File: config.mk
export PLATFORM = sky130hd
export DESIGN_NAME = flash_cmd_fe
export DESIGN_NICKNAME = d
export VERILOG_FILES = /design/src/rtl/flash_fe_pkg.sv /design/src/rtl/fe_shift_in.sv /design/src/rtl/fe_decode.sv /design/src/rtl/fe_shift_out.sv /design/src/rtl/flash_cmd_fe.sv
export SDC_FILE = /design/constraint.sdc
export NUM_CORES = 1
export LEC_CHECK = 0
export ABC_AREA = 1
export BUFFER_PORTS_ARGS = -buffer_cell sky130_fd_sc_hd__buf_4
export CAP_MARGIN = 10
export CORE_MARGIN = 4
export CORE_UTILIZATION = 25
export DETAILED_ROUTE_END_ITERATION = 8
export PLACE_DENSITY = 0.42
export SETUP_SLACK_MARGIN = 0.2
export SYNTH_ARGS = -nofsm -noshare
export SYNTH_HDL_FRONTEND = slang
export SYNTH_SLANG_ARGS = --single-unit
File: constraint.sdc
create_clock -name clk_i -period 5.2 [get_ports clk_i]
set_input_delay 0.26 -clock clk_i [delete_from_list [all_inputs] [get_ports clk_i]]
set_output_delay 0.26 -clock clk_i [all_outputs]
set_load 0.05 [all_outputs]
File: src/rtl/flash_fe_pkg.sv
package flash_fe_pkg;
  localparam int CMD_W = 5;
  typedef enum logic [CMD_W-1:0] {
    CMD_NONE, CMD_WREN, CMD_WRDI, CMD_RDSR, CMD_WRSR, CMD_READ, CMD_FAST,
    CMD_DUAL, CMD_PP, CMD_SE, CMD_BE32, CMD_BE64, CMD_CE, CMD_DPD,
    CMD_RES, CMD_REMS, CMD_RDID
  } cmd_e;
endpackage

File: src/rtl/fe_shift_in.sv
module fe_shift_in #(
  parameter int CNT_W = 4
) (
  input  logic             clk_i,
  input  logic             rst_ni,
  input  logic             cs_ni,
  input  logic             sclk_i,
  input  logic             si_i,
  output logic             fall_o,
  output logic             desel_o,
  output logic             byte_vld_o,
  output logic [7:0]       byte_o,
  output logic [CNT_W-1:0] byte_idx_o,
  output logic [2:0]       bit_cnt_o,
  output logic [CNT_W-1:0] byte_cnt_o
);
  localparam logic [CNT_W-1:0] CNT_MAX = '1;

  logic       sclk_q, cs_q, rise;
  logic [6:0] sh_q;

  assign rise    = sclk_i & ~sclk_q & ~cs_ni;
  assign fall_o  = ~sclk_i & sclk_q & ~cs_ni;
  assign desel_o = cs_ni & ~cs_q;

  always_ff @(posedge clk_i or negedge rst_ni) begin
    if (!rst_ni) begin
      sclk_q <= 1'b0;
      cs_q   <= 1'b1;
    end else begin
      sclk_q <= sclk_i;
      cs_q   <= cs_ni;
    end
  end

  always_ff @(posedge clk_i or negedge rst_ni) begin
    if (!rst_ni) begin
      sh_q       <= '0;
      bit_cnt_o  <= '0;
      byte_cnt_o <= '0;
      byte_vld_o <= 1'b0;
      byte_o     <= '0;
      byte_idx_o <= '0;
    end else if (cs_ni) begin
      bit_cnt_o  <= '0;
      byte_cnt_o <= '0;
      byte_vld_o <= 1'b0;
    end else begin
      byte_vld_o <= 1'b0;
      if (rise) begin
        sh_q      <= {sh_q[5:0], si_i};
        bit_cnt_o <= bit_cnt_o + 3'd1;
        if (bit_cnt_o == 3'd7) begin
          byte_vld_o <= 1'b1;
          byte_o     <= {sh_q, si_i};
          byte_idx_o <= byte_cnt_o;
          if (byte_cnt_o != CNT_MAX) byte_cnt_o <= byte_cnt_o + 1'b1;
        end
      end
    end
  end
endmodule

File: src/rtl/fe_decode.sv
module fe_decode
  import flash_fe_pkg::*;
#(
  parameter int ADDR_BYTES = 3
) (
  input  logic [7:0] op_i,
  output cmd_e       cmd_o,
  output logic       need_wel_o,
  output logic       need_bnd_o,
  output logic       has_addr_o,
  output logic [3:0] min_bytes_o,
  output logic [3:0] out_at_o
);
  localparam logic [3:0] A1 = 4'(ADDR_BYTES + 1);
  localparam logic [3:0] A2 = 4'(ADDR_BYTES + 2);

  always_comb begin
    cmd_o       = CMD_NONE;
    need_wel_o  = 1'b0;
    need_bnd_o  = 1'b0;
    has_addr_o  = 1'b0;
    min_bytes_o = 4'd1;
    out_at_o    = 4'd0;
    unique case (op_i)
      8'h06: begin cmd_o = CMD_WREN; need_bnd_o = 1'b1; end
      8'h04: begin cmd_o = CMD_WRDI; need_bnd_o = 1'b1; end
      8'h05: begin cmd_o = CMD_RDSR; out_at_o = 4'd1; end
      8'h01: begin
        cmd_o = CMD_WRSR; need_wel_o = 1'b1; need_bnd_o = 1'b1; min_bytes_o = 4'd2;
      end
      8'h03: begin cmd_o = CMD_READ; has_addr_o = 1'b1; out_at_o = A1; end
      8'h0B: begin cmd_o = CMD_FAST; has_addr_o = 1'b1; out_at_o = A2; end
      8'h3B: begin cmd_o = CMD_DUAL; has_addr_o = 1'b1; out_at_o = A2; end
      8'h02: begin
        cmd_o = CMD_PP; has_addr_o = 1'b1; need_wel_o = 1'b1; need_bnd_o = 1'b1;
        min_bytes_o = A2;
      end
      8'h20, 8'h52, 8'hD8: begin
        cmd_o = (op_i == 8'h20) ? CMD_SE : (op_i == 8'h52) ? CMD_BE32 : CMD_BE64;
        has_addr_o = 1'b1; need_wel_o = 1'b1; need_bnd_o = 1'b1; min_bytes_o = A1;
      end
      8'hC7, 8'h60: begin cmd_o = CMD_CE; need_wel_o = 1'b1; need_bnd_o = 1'b1; end
      8'hB9: begin cmd_o = CMD_DPD; need_bnd_o = 1'b1; end
      8'hAB: begin cmd_o = CMD_RES; out_at_o = A1; end
      8'h90: begin cmd_o = CMD_REMS; has_addr_o = 1'b1; out_at_o = A1; end
      8'h9F: begin cmd_o = CMD_RDID; out_at_o = 4'd1; end
      default: ;
    endcase
  end
endmodule

File: src/rtl/fe_shift_out.sv
module fe_shift_out (
  input  logic       clk_i,
  input  logic       rst_ni,
  input  logic       cs_ni,
  input  logic       fall_i,
  input  logic       start_i,
  input  logic       dual_i,
  input  logic [7:0] byte_i,
  output logic       load_o,
  output logic [1:0] sd_o,
  output logic [1:0] oe_o
);
  logic       en_q;
  logic [2:0] rem_q;
  logic [7:0] sh_q;

  assign load_o = fall_i & en_q & (rem_q == 3'd0);

  always_ff @(posedge clk_i or negedge rst_ni) begin
    if (!rst_ni) begin
      en_q <= 1'b0; rem_q <= '0; sh_q <= '0; sd_o <= '0; oe_o <= '0;
    end else if (cs_ni) begin
      en_q <= 1'b0; rem_q <= '0; sd_o <= '0; oe_o <= '0;
    end else begin
      if (start_i) en_q <= 1'b1;
      if (fall_i && en_q) begin
        oe_o <= dual_i ? 2'b11 : 2'b10;
        if (rem_q == 3'd0) begin
          if (dual_i) begin
            sd_o <= byte_i[7:6]; sh_q <= {byte_i[5:0], 2'b00}; rem_q <= 3'd3;
          end else begin
            sd_o <= {byte_i[7], 1'b0}; sh_q <= {byte_i[6:0], 1'b0}; rem_q <= 3'd7;
          end
        end else begin
          rem_q <= rem_q - 3'd1;
          if (dual_i) begin
            sd_o <= sh_q[7:6]; sh_q <= {sh_q[5:0], 2'b00};
          end else begin
            sd_o <= {sh_q[7], 1'b0}; sh_q <= {sh_q[6:0], 1'b0};
          end
        end
      end
    end
  end
endmodule

File: src/rtl/flash_cmd_fe.sv
module flash_cmd_fe
  import flash_fe_pkg::*;
#(
  parameter int          ADDR_BYTES = 3,
  parameter int          CNT_W      = 4,
  parameter logic [7:0]  MFR_ID     = 8'hC8,
  parameter logic [7:0]  DEV_ID     = 8'h10,
  parameter logic [15:0] JEDEC_ID   = 16'h4011,
  localparam int         ADDR_W     = 8 * ADDR_BYTES
) (
  input  logic              clk_i,
  input  logic              rst_ni,
  input  logic              cs_ni,
  input  logic              sclk_i,
  input  logic              si_i,
  output logic [1:0]        sd_o,
  output logic [1:0]        sd_oe_o,
  input  logic [5:0]        status_hi_i,
  input  logic              busy_i,
  output logic              rd_req_o,
  output logic [ADDR_W-1:0] rd_addr_o,
  input  logic              rd_ack_i,
  input  logic [7:0]        rd_data_i,
  output logic              pg_wr_o,
  output logic [7:0]        pg_data_o,
  output logic              exec_o,
  output logic [CMD_W-1:0]  exec_cmd_o,
  output logic [ADDR_W-1:0] exec_addr_o,
  output logic [7:0]        exec_data_o
);
  logic             fall, desel, byte_vld;
  logic [7:0]       byte_w;
  logic [CNT_W-1:0] byte_idx, byte_cnt;
  logic [2:0]       bit_cnt;

  fe_shift_in #(.CNT_W(CNT_W)) u_in (
    .clk_i, .rst_ni, .cs_ni, .sclk_i, .si_i,
    .fall_o(fall), .desel_o(desel), .byte_vld_o(byte_vld), .byte_o(byte_w),
    .byte_idx_o(byte_idx), .bit_cnt_o(bit_cnt), .byte_cnt_o(byte_cnt)
  );

  logic [7:0]        op_q, dat_q, rdbuf_q, pg_data_q, dec_op, out_byte;
  logic              op_vld_q, wel_q, rd_req_q, pg_wr_q, exec_q;
  logic [ADDR_W-1:0] addr_q;
  logic [1:0]        seq_q;
  cmd_e              dec_cmd, cmd_eff, exec_cmd_q;
  logic              dec_wel, dec_bnd, dec_addr, is_rd, out_start, load, accept, exec_go;
  logic [3:0]        dec_min, dec_out_at;

  // decode the byte in flight while the opcode lands, the stored opcode afterwards
  assign dec_op = (byte_vld && byte_idx == '0) ? byte_w : op_q;

  fe_decode #(.ADDR_BYTES(ADDR_BYTES)) u_dec (
    .op_i(dec_op), .cmd_o(dec_cmd), .need_wel_o(dec_wel), .need_bnd_o(dec_bnd),
    .has_addr_o(dec_addr), .min_bytes_o(dec_min), .out_at_o(dec_out_at)
  );

  assign cmd_eff   = op_vld_q ? dec_cmd : CMD_NONE;
  assign is_rd     = cmd_eff inside {CMD_READ, CMD_FAST, CMD_DUAL};
  assign out_start = byte_vld && (dec_out_at != 4'd0) &&
                     (int'(byte_idx) == int'(dec_out_at) - 1);
  assign accept    = desel && op_vld_q && dec_bnd && (bit_cnt == 3'd0) &&
                     (int'(byte_cnt) >= int'(dec_min)) && (!dec_wel || wel_q);
  assign exec_go   = (accept && (cmd_eff inside {CMD_WRSR, CMD_PP, CMD_SE, CMD_BE32,
                                                CMD_BE64, CMD_CE, CMD_DPD})) ||
                     (desel && cmd_eff == CMD_RES);

  always_comb begin
    unique case (cmd_eff)
      CMD_RDSR:                     out_byte = {status_hi_i, wel_q, busy_i};
      CMD_READ, CMD_FAST, CMD_DUAL: out_byte = rdbuf_q;
      CMD_RDID: out_byte = (seq_q == 2'd0) ? MFR_ID :
                           (seq_q == 2'd1) ? JEDEC_ID[15:8] : JEDEC_ID[7:0];
      CMD_REMS:                     out_byte = seq_q[0] ? DEV_ID : MFR_ID;
      CMD_RES:                      out_byte = DEV_ID;
      default:                      out_byte = 8'h00;
    endcase
  end

  fe_shift_out u_out (
    .clk_i, .rst_ni, .cs_ni, .fall_i(fall), .start_i(out_start),
    .dual_i(cmd_eff == CMD_DUAL), .byte_i(out_byte), .load_o(load),
    .sd_o, .oe_o(sd_oe_o)
  );

  always_ff @(posedge clk_i or negedge rst_ni) begin
    if (!rst_ni) begin
      op_q <= '0; op_vld_q <= 1'b0; dat_q <= '0; rdbuf_q <= '0; addr_q <= '0;
      seq_q <= '0; wel_q <= 1'b0; rd_req_q <= 1'b0; pg_wr_q <= 1'b0;
      pg_data_q <= '0; exec_q <= 1'b0; exec_cmd_q <= CMD_NONE;
    end else begin
      rd_req_q <= 1'b0;
      pg_wr_q  <= 1'b0;
      exec_q   <= 1'b0;
      if (rd_ack_i) begin
        rdbuf_q <= rd_data_i;
        addr_q  <= addr_q + ADDR_W'(1);
      end
      if (exec_go) begin
        exec_q     <= 1'b1;
        exec_cmd_q <= cmd_eff;
      end
      if (accept) begin
        if (cmd_eff == CMD_WREN) wel_q <= 1'b1;
        else if (cmd_eff == CMD_WRDI || dec_wel) wel_q <= 1'b0;
      end
      if (cs_ni) begin
        op_vld_q <= 1'b0;
        seq_q    <= '0;
      end else begin
        if (byte_vld) begin
          if (byte_idx == '0) begin
            op_q     <= byte_w;
            op_vld_q <= 1'b1;
          end else begin
            if (dec_addr && int'(byte_idx) <= ADDR_BYTES) begin
              addr_q <= ADDR_W'({addr_q, byte_w});
              if (int'(byte_idx) == ADDR_BYTES && is_rd) rd_req_q <= 1'b1;
            end
            if (cmd_eff == CMD_WRSR && int'(byte_idx) == 1) dat_q <= byte_w;
            if (cmd_eff == CMD_PP && int'(byte_idx) > ADDR_BYTES) begin
              pg_wr_q   <= 1'b1;
              pg_data_q <= byte_w;
            end
          end
        end
        if (load) begin
          seq_q <= (cmd_eff == CMD_RDID && seq_q == 2'd2) ? 2'd0 : seq_q + 2'd1;
          if (is_rd) rd_req_q <= 1'b1;  // prefetch the byte after the one just loaded
        end
      end
    end
  end

  assign rd_req_o    = rd_req_q;
  assign rd_addr_o   = addr_q;
  assign pg_wr_o     = pg_wr_q;
  assign pg_data_o   = pg_data_q;
  assign exec_o      = exec_q;
  assign exec_cmd_o  = exec_cmd_q;
  assign exec_addr_o = addr_q;
  assign exec_data_o = dat_q;
endmodule

==> reports/qor.csv, run 1 <==
metric,value,unit
cp-start-kind,flip-flop,
ctsHtreeMaxLevel,3,
synth_cells,839,
yosys-mux-area-fraction,0.009925,
maxCapViolCount,0,
area_growth_syn_to_layout,16.74,%
core,0.02688,mm²
numCtsBuffers,9,
ys_seq_elements,112,
hold_viol,0,
netlist_area,0.006808,mm²
synth_top_area_share,0.4080,
drive_gt1_frac,0.2483,
grt_pass1_vias,5530,
fmax,0.2885,GHz
synth_compound_area_frac,0.09704,
final-max-slew-violation-count,0,
avgSynthCellArea,8.114,µm²
slew_headroom,0.3036,
grt_max_degree,60,
ctsResizeCount,0,
seq_area_frac_synth,0.4119,
p_seq_frac,0.440,
final-setup-viol-count,0,
tightestPinTransition,1035,ps
post-place-ws,1735,ps
required,5450,ps
ctsLongestPathBuffers,2,
port_buffers,96,
finalSetupTns,0,ps
hold_buffers,1,
drc_errors,0,
worst-setup-path-type,flip-flop to flip-flop,
end_kind,flip-flop,
antenna_found_initial,0,
outcome,completed,
cts_tree,yes,
fin_ws,1734,ps
first_pass_iters,5,
yosys.area_share.simple,0.3319,
yosys.area_share.adder,0.02022,
hold_path_class,primary input to flip-flop,
leakage,4.085,nW
rsz0062_at_grt,no,
skew,14.61,ps
rows,60,
via_count,5590,
synth_cell_types,51,
routabilityCongestion,0.8380,
internal_power,1.445,mW
power_frac_clock,0.315,
p_sw_frac,0.3771,
combPwrFrac,0.245,
synth_top_area_cell,dfrtp_1,
p_switching,0.8746,mW
fin_area,0.007948,mm²
grt_overflow,0,
grt_pass1_wl,31160,µm
die_h,173.0,µm
power.density,291.8,mW/mm²
viasPerCell,4.483,
track_usage,0.1276,
ir_drop,207.0,µV
clkLatencyLatePin,370,ps
initial_utilization,0.2533,
place_area,0.007631,mm²
path_clk_slew,80,ps
hold_ws,24.25,ps
ys_warn_count,0,
io_pins,97,
die-area,0.02994,mm²
die_w,173.0,µm
fin_crit,3466,ps
cts_root_buf,clkbuf_16,
routedWlPerCell,15.10,µm
synth_nets,871,
post-dp-hpwl,14150,µm
post_cts.repair.setup_buffers,0,
drtAntennaViolNets,0,
drt_iter0_markers,418,
fin_nets,933,
synth_top_family_by_area,simple AND/OR/NAND/NOR gates,
critPathArrivalTime,3710,ps
cts.sinks,112,
cp_max_fo,21,
antenna-diode-count,0,
synthTopCellsByArea,"dfrtp_1 (41%), nand2_1 (11%), inv_1 (5.0%), o21ai_0 (4.9%), nand2_4 (3.5%)",
drt_wl_total,18830,µm
synthXorXnorAreaFrac,0.02058,
min_period_over_period,0.6666,
## layout by cell type (no fill, tap or decap), drive strengths merged, types with 2 or more instances in the layout
cell	instances
o2111ai	2
clkbuf	9
a21oi	15
nand3	49
o21ai	81
nor4	3
clkinv	4
ha	11
dfrtp	111
a31oi	2
nand3b	2
or2	2
o22ai	2
nand4	36
xor2	14
mux2	6
nor2	83
o211ai	3
o21bai	3
nand2	240
xnor2	2
buf	99
inv	105
nor3	12
## final timing paths
| check | cells past startpoint | slack, ps | to | start |
|---|---|---|---|---|
| worst max-delay path | 22 | 1730 | wel_q | u_in.byte_idx_o[2] |
| worst min-delay path | 1 | 20 | u_in.sclk_q | sclk_i |
| worst max register to register | 22 | 1730 | wel_q | u_in.byte_idx_o[2] |
| worst min register to register | 2 | 480 | u_in.sh_q[6] | u_in.sh_q[6] |
| max in group asynchronous | 3 | 3440 | exec_addr_o[18] | rst_ni |
| min in group asynchronous | 2 | 480 | u_out.oe_o[1] | rst_ni |
## logic make-up (layout without fill, tap and decap cells)
logic type,count (synthesis),in the layout
and+or+nand+nor,429,429
buffers and inverters,151,218
AOI/OAI and AO/OA,114,114
DFF,112,112
xor gates and xnor gates,16,16
adders and majority gates,11,11
muxes,6,6
## registers in the layout (all words and copies together) (netlist names), 4 cells and up
signal,count
u_in.byte_cnt_o,4
u_in.byte_idx_o,4
pg_data_o,8
u_in.byte_o,8
exec_addr_o,24
op_q,8
exec_cmd_o,5
exec_data_o,8
u_out.sh_q,7
rdbuf_q,8
u_in.sh_q,7
## layout make-up
type                       count  area, µm²
clock buffer                   9      225.2
clock inverter                 7      81.33
fill                        2893      18930
inverter                     102      385.4
multi-input combinational    576       3272
sequential                   112       2804
tap                          341      426.7
timing repair buffer         100      753.2
## synth_stat cells (all sizes together)
cell     number
xnor2         2
and3          1
clkbuf       11
o211ai        3
dfstp         1
a21oi        15
o31ai         1
o21a          1
nand4        36
dfrtp       111
a221oi        1
inv         100
nand2       240
or2           2
o22ai         2
a22oi         1
a31oi         2
o2111ai       2
o21ai        81
mux2          6
nand3b        2
clkinv        2
a32oi         1
buf          38
nor2         83
xor2         14
nor4          3
nor4b         1
o21bai        3
a211oi        1
nand3        49
ha           11
nor3         12
## power groups by stage
stage	clock (mW)	sequential (mW)	combinational, mW
final	0.732	1.02	0.567
after global routing	0.794	1.03	0.612
after CTS	0.763	1.02	0.575
after detailed placement	0	1.04	0.573
after global placement	0	1.04	0.574
after floorplan	0	1.14	0.313
## metal layers
layer	share of wire	global-route usage
met1	0.49	0.1790
met2	0.46	0.2033
met3	0.039	0.02667
met4	0.014	0.02827
met5	0	0
## per-stage QoR
step / util / instances / total power [mW]
5_1_grt: 0.2957 / 1247 / 2.442
3_5_place_dp: 0.2839 / 1230 / 1.612
2_1_floorplan: - / 839 / 1.450
4_1_cts: 0.2957 / 1247 / 2.360
3_3_place_gp: 0.2839 / 1230 / 1.613
6_report: 0.2957 / 1247 / 2.319
## critical path: stages, from the launching register on
cell and delay, ps:
dfrtp_1 440, nor2_4 460, nand3_4 360, nand2_1 170, nand2_2 100, nor2_1 160
nand3_2 110, nand2_2 120, nor2_8 50, nand2_1 50, nand2_1 50, ha_1 260
inv_1 40, nand2_1 50, a21oi_1 50, o21ai_0 150, nand4_1 120, nor2_1 120
nand2_1 90, nor3_1 190, nand2_1 80, o211ai_1 80, nand2_1 60
No activity file was read; power rests on OpenSTA's default activity.
==> inputs of run 2 (changes only) <==
clock period = 3.4 ns   (was 5.2 ns; I/O delays follow)
==> reports/qor.csv, run 2 (synthesis gave the netlist of run 1 again) <==
metric,value,unit,change
outcome,completed,,unchanged
cp_slowest_cell,dfrtp_2,,was nor2_4
final_common_cell,nand2_1,,unchanged
die_w,173.0,µm,unchanged
cts.sinks,112,,unchanged
crit_cells,23,,was 22
grt_overflow,0,,unchanged
slew_headroom,0.4801,,was 0.3036
crit_path_cell_trace,"nor2_4, buf_8, nand4_2, nand2_2, nand2_4, nor2_4, nand2_1, nand2_2, nor2_8, nand2_1, nand2_1, ha_1, inv_1, nand2_1, a21oi_1, o21ai_1, nand4_1, nor2_1, nand2_1, nor3_2, nand2_1, o211ai_1, nand2_1",,"was nor2_4, nand3_4, nand2_1, nand2_2, nor2_1, nand3_2, nand2_2, nor2_8, nand2_1, nand2_1, ha_1, inv_1, nand2_1, a21oi_1, o21ai_0, nand4_1, nor2_1, nand2_1, nor3_1, nand2_1, o211ai_1, nand2_1"
path_buf_inv,2,,was 1
finalSetupTns,0,ps,unchanged
core,0.02688,mm²,unchanged
reg2reg_to,wel_q,,unchanged
grt_pass1_wl,30730,µm,was 31160 µm
final-setup-viol-count,0,,unchanged
antenna-diode-count,0,,unchanged
timing.critical_path.slowest_cell_delay,450,ps,was 460 ps
ctsLongestPathBuffers,2,,unchanged
clkLatencyLatePin,370,ps,about the same
required,3660,ps,was 5450 ps
port_buffers,96,,unchanged
cp-start-kind,flip-flop,,unchanged
viasPerCell,4.402,,was 4.483
path_clk_slew,90,ps,was 80 ps
min_from,rd_data_i[7],,was sclk_i
post-dp-hpwl,14340,µm,was 14150 µm
cts_tree,yes,,unchanged
initial_utilization,0.2533,,unchanged
power.density,435.4,mW/mm²,was 291.8 mW/mm²
hold_path_class,primary input to flip-flop,,unchanged
drtAntennaViolNets,0,,unchanged
place_area,0.007764,mm²,was 0.007631 mm²
fin_crit,3056,ps,was 3466 ps
crit_start,u_in.byte_idx_o[0],,was u_in.byte_idx_o[2]
io_pins,97,,unchanged
critPathArrivalTime,3310,ps,was 3710 ps
crit_family,simple AND/OR/NAND/NOR gates,,unchanged
routedWlPerCell,14.87,µm,was 15.10 µm
routabilityCongestion,0.8204,,was 0.8380
area_growth_syn_to_layout,20.75,%,was 16.74%
final-max-slew-violation-count,0,,unchanged
grt_pass1_vias,5565,,was 5530
cp_max_fo,17,,was 21
drive_gt1_frac,0.2759,,was 0.2483
r2r_cells,23,,was 22
end_kind,flip-flop,,unchanged
min_period_over_period,0.8989,,was 0.6666
rows,60,,unchanged
drt_iter0_markers,321,,was 418
hold_end,rdbuf_q[7],,was u_in.sclk_q
cts_root_buf,clkbuf_16,,unchanged
skew,14.80,ps,was 14.61 ps
ctsHtreeMaxLevel,3,,unchanged
die_h,173.0,µm,unchanged
ir_drop,275.2,µV,was 207.0 µV
drt_wl_total,18970,µm,was 18830 µm
die-area,0.02994,mm²,unchanged
worst-setup-path-type,flip-flop to flip-flop,,unchanged
numCtsBuffers,9,,unchanged
r2r_setup_slack,340,ps,was 1730 ps
layout_common_cells,"nand2_1 (190), buf_4 (122), dfrtp_1 (109)",,"was nand2_1 (192), dfrtp_1 (111), buf_4 (99)"
timing.rr.start,u_in.byte_idx_o[0],,was u_in.byte_idx_o[2]
maxCapViolCount,0,,unchanged
crit_path_frequent_cell,nand2_1,,unchanged
whs_path_depth,3,,was 1
fin_nets,962,,was 933
largest_reg_flops,24,,unchanged
leakage,4.231,nW,was 4.085 nW
grt_max_degree,58,,was 60
first_pass_iters,5,,unchanged
finalPower,3.579,mW,was 2.319 mW
fin_area,0.008220,mm²,was 0.007948 mm²
drc_errors,0,,unchanged
track_usage,0.1273,,was 0.1276
via_count,5617,,was 5590
antenna_found_initial,0,,unchanged
rsz0062_at_grt,yes,,was no
fmax,0.3272,GHz,was 0.2885 GHz
tightestPinTransition,779.8,ps,was 1035 ps
hold_viol,0,,unchanged
[run 2: cell count changes in the layout (fill, tap and decap cells not counted), moves of 2 or more]
| cell | delta |
|---|---|
| buf_4 | +23 |
| buf_6 | +2 |
| clkinv_8 | +2 |
| dfrtp_1 | -2 |
| dfrtp_2 | +2 |
| dlygate4sd3_1 | +2 |
| nand2_1 | -2 |
| nand2_2 | +2 |
[run 2: power by group]
| group | leakage, nW | internal, mW | switching, mW | total [mW] |
|---|---|---|---|---|
| sequential | 1.41 | 1.43 | 0.129 | 1.56 |
| combinational | 2.67 | 0.265 | 0.623 | 0.887 |
| clock | 0.151 | 0.530 | 0.602 | 1.13 |
[run 2: worst max path at each step]
stage          slack (ps)     to
4_1_cts               220  wel_q
6_report              340  wel_q
5_1_grt                20  wel_q
3_5_place_dp          180  wel_q
3_3_place_gp          250  wel_q
2_1_floorplan         650  wel_q
[run 2: routing by layer]
layer / part of all wire / vias up / GRT usage
met2: 0.45 / 118 / 0.2021
li1: - / 2872 / -
met5: 0 / - / 0
met1: 0.49 / 2612 / 0.1759
met4: 0.010 / 0 / 0.02960
met3: 0.049 / 15 / 0.03126
[run 2: what timing repair did]
| action | in CTS | in global routing |
|---|---|---|
| pin swaps | 2 | 5 |
| buffers inserted | 6 | 5 |
| endpoints found under the setup margin | 2 | 30 |
| hold buffers | 3 | 0 |
| hold endpoints to repair | 57 | 0 |
| gates resized for setup | 2 | 11 |
[run 2: per-stage QoR]
step,hold slack [ps],utilization,instances,setup WS [ps]
final,17.46,0.3059,1276,343.7
after global placement,304.5,0.2889,1246,250.7
after CTS,1.166,0.3035,1271,221.0
after detailed placement,302.1,0.2889,1246,180.2
after global routing,22.84,0.3059,1276,15.52
after floorplan,-125.6,-,839,653.1
[run 2: final cells by class]
| class | count | area, µm² |
|---|---|---|
| multi-input combinational | 576 | 3284 |
| clock buffer | 9 | 225.2 |
| tap | 341 | 426.7 |
| clock inverter | 7 | 86.33 |
| timing repair buffer | 129 | 1003 |
| fill | 2910 | 18660 |
| inverter | 102 | 387.9 |
| sequential | 112 | 2806 |
[run 2: tightest hold or removal path, delay by kind of cell]
family	cells	cell delay [ps]
buf+inv	1	80
compound gates	1	60
simple gates	1	40
==> inputs of run 3 (changes only) <==
CORE_UTILIZATION = 40   (was 25)
PLACE_DENSITY = 0.6   (was 0.42)
clock period = 3.8 ns   (was 3.4 ns; I/O delays follow)
==> reports/qor.csv, run 3 (synthesis gave the netlist of run 1 again) <==
metric,value,unit,change
final_common_cell,nand2_1,,unchanged
rows,47,,was 60
whs_path_depth,3,,unchanged
cp_max_fo,13,,was 17
crit_path_cell_trace,"nor2_4, buf_4, nand4_1, nand2_4, nand2_4, nor2_2, nand2_4, nand2_4, nor2_8, nand2_1, nand2_1, ha_1, inv_1, nand2_1, a21oi_1, o21ai_0, nand4_1, nor2_1, nand2_1, nor3_1, nand2_1, o211ai_1, nand2_1",,"was nor2_4, buf_8, nand4_2, nand2_2, nand2_4, nor2_4, nand2_1, nand2_2, nor2_8, nand2_1, nand2_1, ha_1, inv_1, nand2_1, a21oi_1, o21ai_1, nand4_1, nor2_1, nand2_1, nor3_2, nand2_1, o211ai_1, nand2_1"
timing.critical_path.slowest_cell_delay,460,ps,was 450 ps
min_from,rd_data_i[7],,unchanged
path_clk_slew,80,ps,was 90 ps
clkLatencyLatePin,360,ps,was 370 ps
r2r_cells,23,,unchanged
fmax,0.3102,GHz,was 0.3272 GHz
first_pass_iters,7,,was 5
combPwrFrac,0.251,,was 0.248
timing.rr.start,u_in.byte_idx_o[1],,was u_in.byte_idx_o[0]
required,4040,ps,was 3660 ps
drtAntennaViolNets,0,,unchanged
grt_pass1_vias,5262,,was 5565
multi_input_area,0.003272,mm²,was 0.003284 mm²
via_count,5620,,was 5617
finalSetupTns,0,ps,unchanged
initial_utilization,0.4091,,was 0.2533
critPathArrivalTime,3470,ps,was 3310 ps
final-max-slew-violation-count,0,,unchanged
routedWlPerCell,14.58,µm,was 14.87 µm
grt_overflow,0,,unchanged
hold_path_class,primary input to flip-flop,,unchanged
io_pins,97,,unchanged
drc_errors,0,,unchanged
cts_root_buf,clkbuf_16,,unchanged
maxCapViolCount,0,,unchanged
leakage,4.122,nW,was 4.231 nW
power.density,393.9,mW/mm²,was 435.4 mW/mm²
end_kind,flip-flop,,unchanged
area_growth_syn_to_layout,15.57,%,was 20.75%
min_period_over_period,0.8483,,was 0.8989
track_usage,0.1734,,was 0.1273
die-area,0.01917,mm²,was 0.02994 mm²
routabilityCongestion,0.9034,,was 0.8204
outcome,completed,,unchanged
drive_gt1_frac,0.2544,,was 0.2759
top_layer_used,met4,,unchanged
hold_viol,0,,unchanged
drt_wl_total,16560,µm,was 18970 µm
viasPerCell,4.947,,was 4.402
fin_nets,943,,was 962
skew,7.238,ps,was 14.80 ps
p_sw_frac,0.3666,,was 0.3782
tightestPinTransition,801.3,ps,was 779.8 ps
post-dp-hpwl,12450,µm,was 14340 µm
fin_ws,576.6,ps,was 343.7 ps
numCtsBuffers,9,,unchanged
antenna_found_initial,0,,unchanged
die_h,138.5,µm,was 173.0 µm
cts.sinks,112,,unchanged
ctsResizeCount,0,,was 2
final-setup-viol-count,0,,unchanged
core,0.01664,mm²,was 0.02688 mm²
rsz0062_at_grt,no,,was yes
ctsHtreeMaxLevel,3,,unchanged
dr_wl_met2,7475,µm,was 8568 µm
power_frac_clock,0.300,,was 0.316
fin_crit,3223,ps,was 3056 ps
p_seq_frac,0.449,,was 0.436
seqCellArea,0.002804,mm²,was 0.002806 mm²
ctsLongestPathBuffers,2,,unchanged
cp_slowest_cell,dfrtp_1,,was dfrtp_2
p_switching,1.136,mW,was 1.353 mW
die_w,138.5,µm,was 173.0 µm
post-place-ws,588.7,ps,was 180.2 ps
wl_met1,8225,µm,was 9278 µm
reg2reg_to,wel_q,,unchanged
layout_common_cells,"nand2_1 (192), dfrtp_1 (111), buf_4 (106)",,"was nand2_1 (190), buf_4 (122), dfrtp_1 (109)"
crit_path_frequent_cell,nand2_1,,unchanged
finalPower,3.099,mW,was 3.579 mW
internal_power,1.963,mW,was 2.226 mW
slew_headroom,0.4658,,was 0.4801
grt_pass1_wl,27520,µm,was 30730 µm
worst-setup-path-type,flip-flop to flip-flop,,unchanged
grt_max_degree,61,,was 58
hold_end,rdbuf_q[7],,unchanged
r2r_setup_slack,580,ps,was 340 ps
cts_tree,yes,,unchanged
cp-start-kind,flip-flop,,unchanged
antenna-diode-count,0,,unchanged
n_fill_cell,1654,,was 2910
wl_met3,639,µm,was 931 µm
drt_iter0_markers,372,,was 321
ir_drop,276.4,µV,was 275.2 µV
largest_reg_flops,24,,unchanged
port_buffers,96,,unchanged
==> run 3: area by class of cell <==
type	instances	share of cell area
sequential	112	0.3564
clock inverter	7	0.007634
inverter	102	0.04898
tap	220	0.03499
timing repair buffer	110	0.1075
multi-input combinational	576	0.4159
clock buffer	9	0.02863
==> run 3: worst max-delay path: cells and delay by family, from the launching register on <==
| kind | cells | cell delay, ps |
|---|---|---|
| AOI/OAI and AO/OA | 3 | 280 |
| adders and majority gates | 1 | 270 |
| buffers and inverters | 2 | 280 |
| DFF | 1 | 460 |
| and+or+nand+nor | 17 | 1820 |
==> run 3: per-layer routing <==
layer,vias up,GRT usage
met5,-,0
met4,0,0.04264
met3,23,0.03488
met2,112,0.2659
met1,2640,0.2526
li1,2845,-
==> run 3: repair_timing <==
| item | 4_1_cts | 5_1_grt |
|---|---|---|
| setup endpoints to repair | 0 | 3 |
| setup buffers | 0 | 4 |
| hold endpoints to repair | 61 | 0 |
| hold buffers | 3 | 0 |
==> run 3: how the worst max path moves through the flow <==
| stage | from | end | slack (ps) | depth (start not counted) |
|---|---|---|---|---|
| final | u_in.byte_idx_o[1] | wel_q | 580 | 23 |
| after global placement | u_in.byte_idx_o[2] | wel_q | 700 | 22 |
| after floorplan | u_in.byte_idx_o[0] | wel_q | 1050 | 23 |
| after detailed placement | u_in.byte_idx_o[2] | wel_q | 590 | 22 |
| after CTS | u_in.byte_idx_o[2] | wel_q | 550 | 22 |
| after global routing | u_in.byte_idx_o[0] | wel_q | 200 | 23 |
==> run 3: stage by stage <==
step | util | area (µm²) | cells | hold slack (ps)
floorplan | - | 6808 | 839 | -105.6
global placement | 0.4520 | 7522 | 1113 | 310.3
detailed placement | 0.4520 | 7522 | 1113 | 316.4
CTS | 0.4709 | 7838 | 1132 | 34.12
global route | 0.4727 | 7868 | 1136 | 43.82
finish | 0.4727 | 7868 | 1136 | 42.10
==> run 3: power by group through the flow <==
stage	Combinational (mW)	Sequential (mW)	Clock [mW]
2_1_floorplan	0.429	1.56	0
3_3_place_gp	0.779	1.42	0
3_5_place_dp	0.781	1.42	0
4_1_cts	0.786	1.39	0.965
5_1_grt	0.833	1.41	1.01
6_report	0.778	1.39	0.931
